File: src/rtl/i2c_eng_pkg.sv
package i2c_eng_pkg;

  typedef enum logic [2:0] {
    OP_NONE  = 3'd0,
    OP_START = 3'd1,
    OP_STOP  = 3'd2,
    OP_WRITE = 3'd3,
    OP_READ  = 3'd4
  } engOp_e;

  // strobes and mode levels from control to datapath
  typedef struct packed {
    logic cntLoad;     // restart the phase counter
    logic loadTx;      // capture the byte, clear the slot counter
    logic setSlotSda;  // apply this slot's SDA level (SCL low)
    logic sampleBit;   // take SDA at the end of a data high phase
    logic sclLow;      // pull SCL low
    logic sclRelease;  // let SCL float
    logic sdaLow;      // condition edge: SDA falls with SCL high
    logic sdaHigh;     // condition edge: SDA rises with SCL high
    logic opWrite;
    logic opRead;
    logic opStop;
    logic lastByte;
  } engCtl_t;

endpackage

File: src/rtl/i2c_eng_dp.sv
module i2c_eng_dp
  import i2c_eng_pkg::*;
#(
  parameter int DIV_W  = 16,
  parameter int BYTE_W = 8
) (
  input  logic              clk,
  input  logic              rstN,
  input  engCtl_t           ctl,
  input  logic [DIV_W-1:0]  cfgDiv,
  input  logic [BYTE_W-1:0] txByte,
  input  logic              sdaIn,
  output logic              cntZero,
  output logic              slotLast,
  output logic              sclOe,
  output logic              sdaOe,
  output logic [BYTE_W-1:0] rxData,
  output logic              ackBit
);

  localparam int CNT_W = $clog2(BYTE_W + 1);

  logic [DIV_W-1:0]  phaseCnt;
  logic [CNT_W-1:0]  bitCnt;
  logic [BYTE_W-1:0] txShift;
  logic [BYTE_W-1:0] rxShift;
  logic              slotDrive;

  assign cntZero  = (phaseCnt == '0);
  assign slotLast = (bitCnt == CNT_W'(BYTE_W));
  assign rxData   = rxShift;

  // phase timer
  always_ff @(posedge clk) begin
    if (!rstN)               phaseCnt <= '0;
    else if (ctl.cntLoad)    phaseCnt <= cfgDiv - DIV_W'(1);
    else if (phaseCnt != '0) phaseCnt <= phaseCnt - DIV_W'(1);
  end

  // slot counter and shifters
  always_ff @(posedge clk) begin
    if (!rstN) begin
      bitCnt  <= '0;
      txShift <= '0;
      rxShift <= '0;
      ackBit  <= 1'b0;
    end else if (ctl.loadTx) begin
      bitCnt  <= '0;
      txShift <= txByte;
    end else if (ctl.sampleBit) begin
      bitCnt <= bitCnt + CNT_W'(1);
      if (!slotLast) begin
        txShift <= {txShift[BYTE_W-2:0], 1'b0};
        rxShift <= {rxShift[BYTE_W-2:0], sdaIn};
      end else if (ctl.opWrite) begin
        ackBit <= sdaIn;
      end
    end
  end

  // SDA level wanted for the current slot's low phase
  always_comb begin
    if (ctl.opWrite)     slotDrive = slotLast ? 1'b0 : !txShift[BYTE_W-1];
    else if (ctl.opRead) slotDrive = slotLast ? !ctl.lastByte : 1'b0;
    else                 slotDrive = ctl.opStop;
  end

  always_ff @(posedge clk) begin
    if (!rstN) begin
      sclOe <= 1'b0;
      sdaOe <= 1'b0;
    end else begin
      if (ctl.sclLow)          sclOe <= 1'b1;
      else if (ctl.sclRelease) sclOe <= 1'b0;
      if (ctl.sdaLow)          sdaOe <= 1'b1;
      else if (ctl.sdaHigh)    sdaOe <= 1'b0;
      else if (ctl.setSlotSda) sdaOe <= slotDrive;
    end
  end

  // SDA may move with SCL released only for a START or STOP edge
  assert_sda_moves_low_R5: assert property (@(posedge clk) disable iff (!rstN)
    (!sclOe && !$past(sclOe) && !$stable(sdaOe)) |-> $past(ctl.sdaLow || ctl.sdaHigh));

  // acknowledge pulse of a write leaves SDA to the target
  assert_write_ack_released_R6: assert property (@(posedge clk) disable iff (!rstN)
    (ctl.sampleBit && ctl.opWrite && slotLast) |-> !sdaOe);

  // acknowledge pulse of a read carries ACK or NACK as requested
  assert_read_ack_level_R7: assert property (@(posedge clk) disable iff (!rstN)
    (ctl.sampleBit && ctl.opRead && slotLast) |-> (sdaOe == !ctl.lastByte));

endmodule

File: src/rtl/i2c_eng_ctrl.sv
module i2c_eng_ctrl
  import i2c_eng_pkg::*;
(
  input  logic       clk,
  input  logic       rstN,
  input  logic       cmdValid,
  input  logic [2:0] cmdOp,
  input  logic       cmdLast,
  input  logic       cntZero,
  input  logic       slotLast,
  input  logic       sclIn,
  output engCtl_t    ctl,
  output logic       busy,
  output logic       done
);

  typedef enum logic [2:0] {
    S_IDLE, S_LOWSET, S_LOW, S_RISE, S_HIGH, S_COND
  } engState_e;

  engState_e state, stateNext;
  engOp_e    opReg;
  logic      lastReg;
  logic      holding, holdNext;
  logic      doneNext;
  logic      cmdOk;
  engOp_e    cmdOpE;

  assign cmdOpE = engOp_e'(cmdOp);
  assign cmdOk  = cmdValid && (cmdOpE == OP_START || cmdOpE == OP_STOP ||
                               cmdOpE == OP_WRITE || cmdOpE == OP_READ);
  assign busy   = (state != S_IDLE);

  always_comb begin
    ctl          = '0;
    ctl.opWrite  = (opReg == OP_WRITE);
    ctl.opRead   = (opReg == OP_READ);
    ctl.opStop   = (opReg == OP_STOP);
    ctl.lastByte = lastReg;
    stateNext    = state;
    holdNext     = holding;
    doneNext     = 1'b0;
    unique case (state)
      S_IDLE: if (cmdOk) begin
        ctl.loadTx = 1'b1;
        if (cmdOpE == OP_START && !holding) begin
          ctl.sdaLow  = 1'b1;
          ctl.cntLoad = 1'b1;
          stateNext   = S_COND;
        end else begin
          ctl.sclLow = 1'b1;
          stateNext  = S_LOWSET;
        end
      end
      S_LOWSET: begin
        ctl.setSlotSda = 1'b1;
        ctl.cntLoad    = 1'b1;
        stateNext      = S_LOW;
      end
      S_LOW: if (cntZero) begin
        ctl.sclRelease = 1'b1;
        stateNext      = S_RISE;
      end
      S_RISE: if (sclIn) begin
        ctl.cntLoad = 1'b1;
        stateNext   = S_HIGH;
      end
      S_HIGH: if (cntZero) begin
        if (opReg == OP_START) begin
          ctl.sdaLow  = 1'b1;
          ctl.cntLoad = 1'b1;
          stateNext   = S_COND;
        end else if (opReg == OP_STOP) begin
          ctl.sdaHigh = 1'b1;
          ctl.cntLoad = 1'b1;
          stateNext   = S_COND;
        end else begin
          ctl.sampleBit = 1'b1;
          ctl.sclLow    = 1'b1;
          if (slotLast) begin
            stateNext = S_IDLE;
            doneNext  = 1'b1;
          end else begin
            stateNext = S_LOWSET;
          end
        end
      end
      S_COND: if (cntZero) begin
        if (opReg == OP_START) begin
          ctl.sclLow = 1'b1;
          holdNext   = 1'b1;
        end else begin
          holdNext = 1'b0;
        end
        stateNext = S_IDLE;
        doneNext  = 1'b1;
      end
      default: stateNext = S_IDLE;
    endcase
  end

  always_ff @(posedge clk) begin
    if (!rstN) begin
      state   <= S_IDLE;
      opReg   <= OP_NONE;
      lastReg <= 1'b0;
      holding <= 1'b0;
      done    <= 1'b0;
    end else begin
      state   <= stateNext;
      holding <= holdNext;
      done    <= doneNext;
      if (state == S_IDLE && cmdOk) begin
        opReg   <= cmdOpE;
        lastReg <= cmdLast;
      end
    end
  end

  assert_done_single_R9: assert property (@(posedge clk) disable iff (!rstN)
    done |=> !done);

  assert_cmd_ignored_busy_R9: assert property (@(posedge clk) disable iff (!rstN)
    (busy && cmdValid) |=> (opReg == $past(opReg)));

  assert_rise_waits_R8: assert property (@(posedge clk) disable iff (!rstN)
    (state == S_RISE && !sclIn) |=> (state == S_RISE));

  assert_bad_op_idle_R10: assert property (@(posedge clk) disable iff (!rstN)
    (state == S_IDLE && cmdValid && !cmdOk) |=> !busy);

endmodule

File: src/rtl/i2c_byte_engine.sv
module i2c_byte_engine
  import i2c_eng_pkg::*;
#(
  parameter int DIV_W  = 16,
  parameter int BYTE_W = 8
) (
  input  logic              clk,
  input  logic              rstN,
  input  logic [DIV_W-1:0]  cfgDiv,
  input  logic              cmdValid,
  input  logic [2:0]        cmdOp,
  input  logic [BYTE_W-1:0] cmdData,
  input  logic              cmdLast,
  output logic              busy,
  output logic              done,
  output logic [BYTE_W-1:0] rxData,
  output logic              ackRcvd,
  input  logic              sclIn,
  input  logic              sdaIn,
  output logic              sclOe,
  output logic              sdaOe
);

  engCtl_t ctl;
  logic    cntZero;
  logic    slotLast;

  i2c_eng_ctrl u_ctrl (
    .clk      (clk),
    .rstN     (rstN),
    .cmdValid (cmdValid),
    .cmdOp    (cmdOp),
    .cmdLast  (cmdLast),
    .cntZero  (cntZero),
    .slotLast (slotLast),
    .sclIn    (sclIn),
    .ctl      (ctl),
    .busy     (busy),
    .done     (done)
  );

  i2c_eng_dp #(.DIV_W(DIV_W), .BYTE_W(BYTE_W)) u_dp (
    .clk      (clk),
    .rstN     (rstN),
    .ctl      (ctl),
    .cfgDiv   (cfgDiv),
    .txByte   (cmdData),
    .sdaIn    (sdaIn),
    .cntZero  (cntZero),
    .slotLast (slotLast),
    .sclOe    (sclOe),
    .sdaOe    (sdaOe),
    .rxData   (rxData),
    .ackBit   (ackRcvd)
  );

  assert_reset_released_R1: assert property (@(posedge clk)
    !rstN |=> (!sclOe && !sdaOe && !done));

endmodule

File: config.mk
export PLATFORM = sky130hd
export DESIGN_NAME = i2c_byte_engine
export DESIGN_NICKNAME = d
export VERILOG_FILES = /design/src/rtl/i2c_eng_pkg.sv /design/src/rtl/i2c_eng_dp.sv /design/src/rtl/i2c_eng_ctrl.sv /design/src/rtl/i2c_byte_engine.sv
export SDC_FILE = /design/constraint.sdc
export NUM_CORES = 1
export LEC_CHECK = 0
export BUFFER_PORTS_ARGS = -buffer_cell sky130_fd_sc_hd__buf_2
export CAP_MARGIN = 40
export CORE_MARGIN = 4
export CORE_UTILIZATION = 45
export CTS_BUF_LIST = sky130_fd_sc_hd__clkbuf_2 sky130_fd_sc_hd__clkbuf_4 sky130_fd_sc_hd__clkbuf_8
export DETAILED_ROUTE_END_ITERATION = 8
export GPL_ROUTABILITY_DRIVEN = 0
export PLACE_DENSITY = 0.72
export SYNTH_ARGS = -nofsm -noshare
export SYNTH_HDL_FRONTEND = slang
export SYNTH_HIERARCHICAL = 1
export SYNTH_SLANG_ARGS = --single-unit
File: constraint.sdc
create_clock -name clk -period 3.7 [get_ports clk]
set_input_delay 0.74 -clock clk [delete_from_list [all_inputs] [get_ports clk]]
set_output_delay 0.74 -clock clk [all_outputs]
set_load 0.03 [all_outputs]
* After elaboration in Yosys (flattened, before gate mapping)
Cells that the tools add are included.
Widths: inputs -> output; s select.
** Storage, ports and cells
- Bits in registers :: 48
- Input port bits :: 33
- Output and inout port bits :: 13
- Logic and storage cells :: 115
** Cells by class
- $add $sub $neg :: 3
- Eq/ne operators :: 20
- Muxes and demuxes :: 54
- Bitwise logic cells :: 3
- Reductions and logical operators :: 23
** Operator list (count)
- $mux 16 :: 2
- $sub 16x1->16 const B :: 2
- $mux 1 :: 31
- $mux 3 :: 8
- $mux 8 :: 3
- $eq 3x2->1 const B :: 6
- $pmux 3 s6 :: 1
- $logic_not 16->1 :: 1
- $reduce_bool 16->1 :: 1
- $eq 3x3->1 const B :: 4
- $mux 2 :: 5
- $ne 2x2->1 const B :: 5
- $eq 3x1->1 const B :: 3
- $reduce_bool 2->1 :: 3
- $reduce_bool 3->1 :: 2
- $reduce_and 5->1 :: 1
- $add 4x1->4 const B :: 1
- $eq 4x4->1 const B :: 1
- $pmux 1 s2 :: 2
- $pmux 1 s4 :: 1
- $reduce_and 2->1 :: 2
- $reduce_and 4->1 :: 1
- $logic_and 1x1->1 :: 3
- $logic_not 1->1 :: 3
- other kinds (7) :: 11

* Longest topological paths before layout
Gate-level depths: netlist (run 1).
- Depth after elaboration :: 9
- Gate-level depth with buffers :: 15
- Gate-level depth less buffers :: 11

* Cells and area by module
The synthesis (run 1) kept the hierarchy.
** By module, submodules not included
- i2c_eng_dp :: instances 1, cells each 238, area an instance 2069.5 sq um, sequential area each 780.7 sq um
- i2c_eng_ctrl :: instances 1, cells each 78, area an instance 630.6 sq um, sequential area each 180.2 sq um

* Least setup slack after synthesis (run 1)
Ideal clock, no wire load.
- Path kind :: register to register
- Start :: reg u_dp.phaseCnt[3]
- End :: reg u_dp.phaseCnt[12]
- Library setup time :: 0.078 ns
- Arrival :: 3.329 ns
- Setup slack :: 0.293 ns
- Cell stages (with the launch flop) :: 16
- Path buffers :: 4
- Period minus slack after synthesis :: 3.407 ns
- Path through :: dfxtp_1 > nor4_1 > nand4_1 > nor3_1 > nand2b_1 > nor4_1 > a211o_1 > buf_4 > buf_2 > buf_2 > mux2i_1 > ha_1 > clkbuf_1 > nand4_1 > o31a_1 > nor3_1
** RTL lines
- start: declaration :: line i2c_eng_dp.sv:23 : logic [DIV_W-1:0] phaseCnt;
- start signal: assignment :: line i2c_eng_dp.sv:36 : else if (ctl.cntLoad) phaseCnt <= cfgDiv - DIV_W'(1);
- start signal: assignment :: line i2c_eng_dp.sv:37 : else if (phaseCnt != '0) phaseCnt <= phaseCnt - DIV_W'(1);

==> results.sh, run 1 <==
export IMPL_outcome="complete, no violations"
export IMPL_finalClockSkew_ps=7.41
export IMPL_cts_buffers=5
export IMPL_die_h_um=85.5
export IMPL_synthArstFlopShare_pct=0
export IMPL_fp_dieW_um=85.5
export IMPL_max_slew_margin_pct=62.8
export IMPL_tightestPinTransition_ps=554
export IMPL_overflow=0
export IMPL_drtPass1Iterations=4
export IMPL_cts_setup_buffers=0
export IMPL_synthFlopType="dfxtp_1"
export IMPL_synthToLayoutAreaGrowth_pct=15.2
export IMPL_cp_cell_sequence="nor3_1, nand4_1, nor3_1, nand2b_1, nor4_2, a211o_2, buf_4, mux2i_1, and2_1, a41oi_1, nor3_1"
export IMPL_num_rows=27
export IMPL_period_share_pct=89.8
export IMPL_wl_met2_um=2860
export IMPL_grt_max_degree=20
export IMPL_antennaDiodeCount=0
export IMPL_critPathMaxStageDelay_ps=390
export IMPL_die_area_um2=7300
export IMPL_dr_wl_met3_um=363
export IMPL_finalNetCount=397
export IMPL_fmax_mhz=301
export IMPL_cp_start_kind="flip-flop"
export IMPL_grt_pass1_wl_um=10600
export IMPL_root_buffer="clkbuf_8"
export IMPL_timing_critical_path_max_delay_family="simple AND/OR/NAND/NOR gates"
export IMPL_synth_edff_count=0
export IMPL_post_synth_num_cell_types=60
export IMPL_syn_area_um2=2700
export IMPL_crit_type="reg -> reg"
export IMPL_ys_ff_latch=48
export IMPL_finalCriticalPeriod_ps=3320
export IMPL_yosysTopAreaCell="dfxtp_1"
export IMPL_clk_pin_slew_ps=90
export IMPL_synthTopCellsByArea="dfxtp_1 (36%), mux2i_1 (10%), nor2_1 (5.6%)"
export IMPL_wire_per_inst_um=14.5
export IMPL_cts_tree="built"
export IMPL_syn_inst=316
export IMPL_clk_latency_ps=300
export IMPL_path_buf_inv=1
export IMPL_yosysWarnings=6
export IMPL_cts_hold_buffers=0
export IMPL_viasPerCell=5.74
export IMPL_drive_gt1_share_pct=21.4
export IMPL_finalMaxSlewViolations=0
export IMPL_ioPinCount=46
export IMPL_fin_ws_ps=377
export IMPL_num_vias=2479
export IMPL_max_cap_viol_count=0
export IMPL_synth_most_common_cell="dfxtp_1"
export IMPL_cpMostUsedCell="nor3_1"
export IMPL_crit_arrival_ps=3540
export IMPL_critPathMaxFanout=13
export IMPL_grt_use_total_pct=17.6
export IMPL_synth_area_per_cell_um2=8.54
export IMPL_min_path_type="reg -> reg"
export IMPL_dp_slack_ps=218
export IMPL_coreArea_um2=5680
export IMPL_synthTopCellsByCount="dfxtp_1 (48), nor2_1 (40), mux2i_1 (27)"
export IMPL_drtIter0Drc=100
export IMPL_setup_viol=0
export IMPL_grt_pass1_vias=2371
export IMPL_drcViolationCount=0
export IMPL_ys_seq_area_share_pct=35.6
export IMPL_met1Wirelength_um=2880
export IMPL_synth_fp_nets=352
export IMPL_timing_critical_path_required_ps=3910
export IMPL_clockBufferDepth=2
export IMPL_start_util_pct=47.6
export IMPL_vdd_drop_max_mv=0.346
export IMPL_hold_viol=0
export IMPL_final_antenna_net_count=0
export IMPL_end_kind="flip-flop"
export IMPL_cts_sinks=48
export IMPL_power_leakage_nw=1.30
export IMPL_antenna_found_initial=0
export IMPL_netlist_area_leader_share_pct=35.6
export IMPL_slowest_stage="mux2i_1"
export IMPL_rsz0062_at_grt="false"
export IMPL_pwr_density_cell_nw_per_um2=734
export IMPL_tns_ps=0
export IMPL_routed_top_layer="met4"
export IMPL_cts_max_level=2
export IMPL_finalWirelength_um=6270
export IMPL_io_buffers=45
export IMPL_dp_hpwl_um=4600
## routing by layer
layer | GRT usage [%] | vias up
li1 | - | 1249
met1 | 22.5 | 1134
met2 | 28.7 | 82
met3 | 4.27 | 14
met4 | 6.62 | 0
met5 | 0 | -
## layout by cell type, fill, tap and decap left out, drive strengths merged, types with 4 or more instances in the layout
cell / n
a21oi: 9
a311oi: 8
buf: 54
clkbuf: 5
dfxtp: 48
inv: 11
mux2i: 28
nand2: 20
nand2b: 5
nand3: 13
nand3b: 4
nand4: 8
nor2: 40
nor2b: 5
nor3: 14
nor3b: 8
nor4: 7
nor4b: 5
o21ai: 8
or3: 4
xor2: 5
## final cells by class
cell class | count | area, um^2
Tap cell | 72 | 90.1
Multi-Input combinational cell | 239 | 1620
Fill cell | 549 | 2560
Clock inverter | 1 | 30.0
Sequential cell | 48 | 961
Timing Repair Buffer | 54 | 293
Inverter | 13 | 48.8
Clock buffer | 5 | 68.8
## metrics by stage
step           power [mW]  utilization (%)  hold WS (ps)  instances  cell area (um^2)
6_report             2.28             54.8           477        432              3110
5_1_grt              2.46             54.8           523        432              3110
4_1_cts              2.28             54.7           481        432              3100
3_5_place_dp         1.91             52.9           469        426              3000
3_3_place_gp         1.89             52.9           463        426              3000
2_1_floorplan        1.66                -           445        316              2700
## report_power, final
group	switching, mW	leakage, nW	total [mW]	internal, mW
Combinational	0.657	0.860	1.17	0.512
Clock	0.166	0.0501	0.360	0.194
Sequential	0.120	0.392	0.754	0.634
## cells by family after synthesis
family | count (synthesis) | share of synthesized area (%)
adder cells (fa/ha/maj) | 3 | 1.39
AND/OR/NAND/NOR | 148 | 30.7
buffers and inverters | 29 | 4.73
flip-flops | 48 | 35.6
AO/OA/AOI/OAI | 49 | 13.3
XOR/XNOR | 8 | 2.60
multiplexers | 31 | 11.8
## path summary, 6_finish.rpt
path	slack [ps]	from	cells past startpoint	to
setup reg to reg	380	u_dp/phaseCnt[9]$_SDFFE_PN0P_	11	u_dp/phaseCnt[14]$_SDFFE_PN0P_
setup / recovery	380	u_dp/phaseCnt[9]$_SDFFE_PN0P_	11	u_dp/phaseCnt[14]$_SDFFE_PN0P_
hold reg to reg	480	u_ctrl/holding$_SDFFE_PN0P_	2	u_ctrl/holding$_SDFFE_PN0P_
hold / removal	480	u_ctrl/holding$_SDFFE_PN0P_	2	u_ctrl/holding$_SDFFE_PN0P_
## worst reg2reg max path, delay by kind of cell (launching register included)
family / cells / cell delay [ps]
AO/OA/AOI/OAI: 2 / 460
multiplexers: 1 / 390
flip-flops: 1 / 350
AND/OR/NAND/NOR: 7 / 1810
buffers and inverters: 1 / 240
## repair_timing
item / 4_1_cts / 5_1_grt
gates resized for setup: 0 / 2
setup endpoints to repair: 0 / 10
hold endpoints to repair: 0 / 0
## flip-flops by register name, indices dropped and copies added, names as in the netlist, 3 cells and up
signal and flops:
u_dp/bitCnt 4, u_ctrl/state 3, u_dp/rxData 8, u_dp/txShift 8, u_dp/phaseCnt 16, u_ctrl/opReg 3
Power figures use the tool's default switching activity.
==> inputs of run 2 (changes only) <==
--- a/config.mk
+++ b/config.mk
@@ -12,7 +12,7 @@
 export CTS_BUF_LIST = sky130_fd_sc_hd__clkbuf_2 sky130_fd_sc_hd__clkbuf_4 sky130_fd_sc_hd__clkbuf_8
 export DETAILED_ROUTE_END_ITERATION = 8
 export GPL_ROUTABILITY_DRIVEN = 0
-export PLACE_DENSITY = 0.72
+export PLACE_DENSITY = 0.75
 export SYNTH_ARGS = -nofsm -noshare
 export SYNTH_HDL_FRONTEND = slang
 export SYNTH_HIERARCHICAL = 1
==> constraint.sdc (replaced) <==
create_clock -name clk -period 2.7 [get_ports clk]
set_input_delay 0.54 -clock clk [delete_from_list [all_inputs] [get_ports clk]]
set_output_delay 0.54 -clock clk [all_outputs]
set_load 0.03 [all_outputs]
==> results.sh, run 2 (synthesis results as in run 1) <==
export IMPL_final_antenna_net_count=0
export IMPL_top_register="u_dp/phaseCnt"
export IMPL_use_met1_pct=24.6
export IMPL_layout_common_cells="buf_4 (57), buf_2 (45), dfxtp_1 (43)"
export IMPL_pwr_density_cell_nw_per_um2=1090
export IMPL_num_rows=27
export IMPL_dp_slack_ps=-519
export IMPL_coreArea_um2=5680
export IMPL_fmax_mhz=333
export IMPL_drive_gt1_share_pct=39.4
export IMPL_root_buffer="clkbuf_8"
export IMPL_hold_viol=0
export IMPL_dp_hpwl_um=5180
export IMPL_min_path_type="reg -> reg"
export IMPL_viasPerCell=5.72
export IMPL_drtPass1Iterations=5
export IMPL_grt_use_total_pct=20.3
export IMPL_num_vias=2782
export IMPL_fin_ws_ps=-303
export IMPL_tns_ps=-3140
export IMPL_cts_max_level=2
export IMPL_crit_type="reg -> reg"
export IMPL_grt_pass1_wl_um=12300
export IMPL_violations="negative setup slack"
export IMPL_grtUsageMet2_pct=35.1
export IMPL_cts_hold_buffers=0
export IMPL_finalMaxSlewViolations=0
export IMPL_cts_buffers=5
export IMPL_n_fill_cell=440
export IMPL_synthToLayoutAreaGrowth_pct=37.4
export IMPL_clk_pin_slew_ps=90
export IMPL_fin_area_um2=3710
export IMPL_power_leakage_nw=1.61
export IMPL_finalNetCount=449
export IMPL_fp_dieW_um=85.5
export IMPL_drcViolationCount=0
export IMPL_dpl_cell_area_um2=3400
export IMPL_cp_start_kind="flip-flop"
export IMPL_overflow=0
export IMPL_finalClockSkew_ps=7.01
export IMPL_clk_latency_ps=300
export IMPL_finalWirelength_um=7570
export IMPL_totalPowerFinal_mw=4.03
export IMPL_cts_tree="built"
export IMPL_rsz0062_at_grt="true"
export IMPL_io_buffers=45
export IMPL_layout_cells_non_filler=486
export IMPL_ioPinCount=46
export IMPL_final_common_cell="buf_4"
export IMPL_multi_input_area_um2=1800
export IMPL_die_area_um2=7300
export IMPL_die_h_um=85.5
export IMPL_vdd_drop_max_mv=0.514
export IMPL_cts_sinks=48
export IMPL_top_usage_layer="met2"
export IMPL_setup_viol=14
export IMPL_finalCriticalPeriod_ps=3000
export IMPL_period_share_pct=111
export IMPL_wire_per_inst_um=15.6
export IMPL_largest_register_ffs=16
export IMPL_crit_arrival_ps=3190
export IMPL_grt_max_degree=20
export IMPL_drtIter0Drc=155
export IMPL_dp_cells=471
export IMPL_critPathMaxFanout=6
export IMPL_tightestPinTransition_ps=553
export IMPL_clockBufferDepth=2
export IMPL_timing_critical_path_required_ps=2890
export IMPL_max_cap_viol_count=0
export IMPL_ff_latch_area_um2=967
export IMPL_grt_pass1_vias=2718
export IMPL_end_kind="flip-flop"
export IMPL_antenna_found_initial=0
export IMPL_start_util_pct=47.6
export IMPL_gr_usage_met3_pct=4.66
export IMPL_outcome="complete, but fails checks"
export IMPL_max_slew_margin_pct=62.9
export IMPL_antennaDiodeCount=0
-- run 2: what timing repair did --
| item | 4_1_cts | 5_1_grt |
|---|---|---|
| setup buffers | 4 | 4 |
| pin swaps | 18 | 7 |
| gates resized for setup | 23 | 17 |
| setup endpoints to repair | 15 | 14 |
-- run 2: final timing paths --
path	startpoint	end	slack (ps)	cells past startpoint
setup reg to reg	u_dp/phaseCnt[6]$_SDFFE_PN0P_	u_dp/phaseCnt[12]$_SDFFE_PN0P_	-300	14
setup / recovery	u_dp/phaseCnt[6]$_SDFFE_PN0P_	u_dp/phaseCnt[12]$_SDFFE_PN0P_	-300	14
hold reg to reg	u_ctrl/holding$_SDFFE_PN0P_	u_ctrl/holding$_SDFFE_PN0P_	480	2
hold / removal	u_ctrl/holding$_SDFFE_PN0P_	u_ctrl/holding$_SDFFE_PN0P_	480	2
-- run 2: through the flow --
stage / hold WS (ps) / util [%]
after floorplan: 445 / -
after global placement: 466 / 59.9
after detailed placement: 472 / 59.9
after CTS: 477 / 63.8
after global routing: 492 / 65.4
final: 481 / 65.4
-- run 2: cell type report --
type / count / area share [%]
clock inverter: 2 / 0.270
timing repair buffer: 106 / 19.1
tap: 72 / 2.43
clock buffer: 6 / 2.23
inverter: 13 / 1.32
sequential: 48 / 26.1
multi-input combinational: 239 / 48.6
-- run 2: report_power, final --
part / internal, mW / switching [mW] / total (mW)
sequential: 0.876 / 0.136 / 1.01
combinational: 1.29 / 1.28 / 2.57
clock: 0.205 / 0.244 / 0.449
-- run 2: worst max-delay path, stage by stage, from the launching register on --
cell     delay, ps
dfxtp_2        340
nor4_2         270
nand4_1        200
nor3_2         200
buf_4          150
nand3_2         80
o21ai_2         90
a211o_1        250
buf_4          140
buf_6          120
mux2i_4        240
ha_2           230
nand4_1        170
nor4_2         320
nor3_2          90
-- run 2: layer usage --
metal / wire [um] / vias up / share of wire (%)
met5: 0 / - / 0
met3: 465 / 21 / 6.1
li1: - / 1348 / -
met4: 175 / 0 / 2.3
met1: 3200 / 1299 / 42
met2: 3730 / 114 / 49
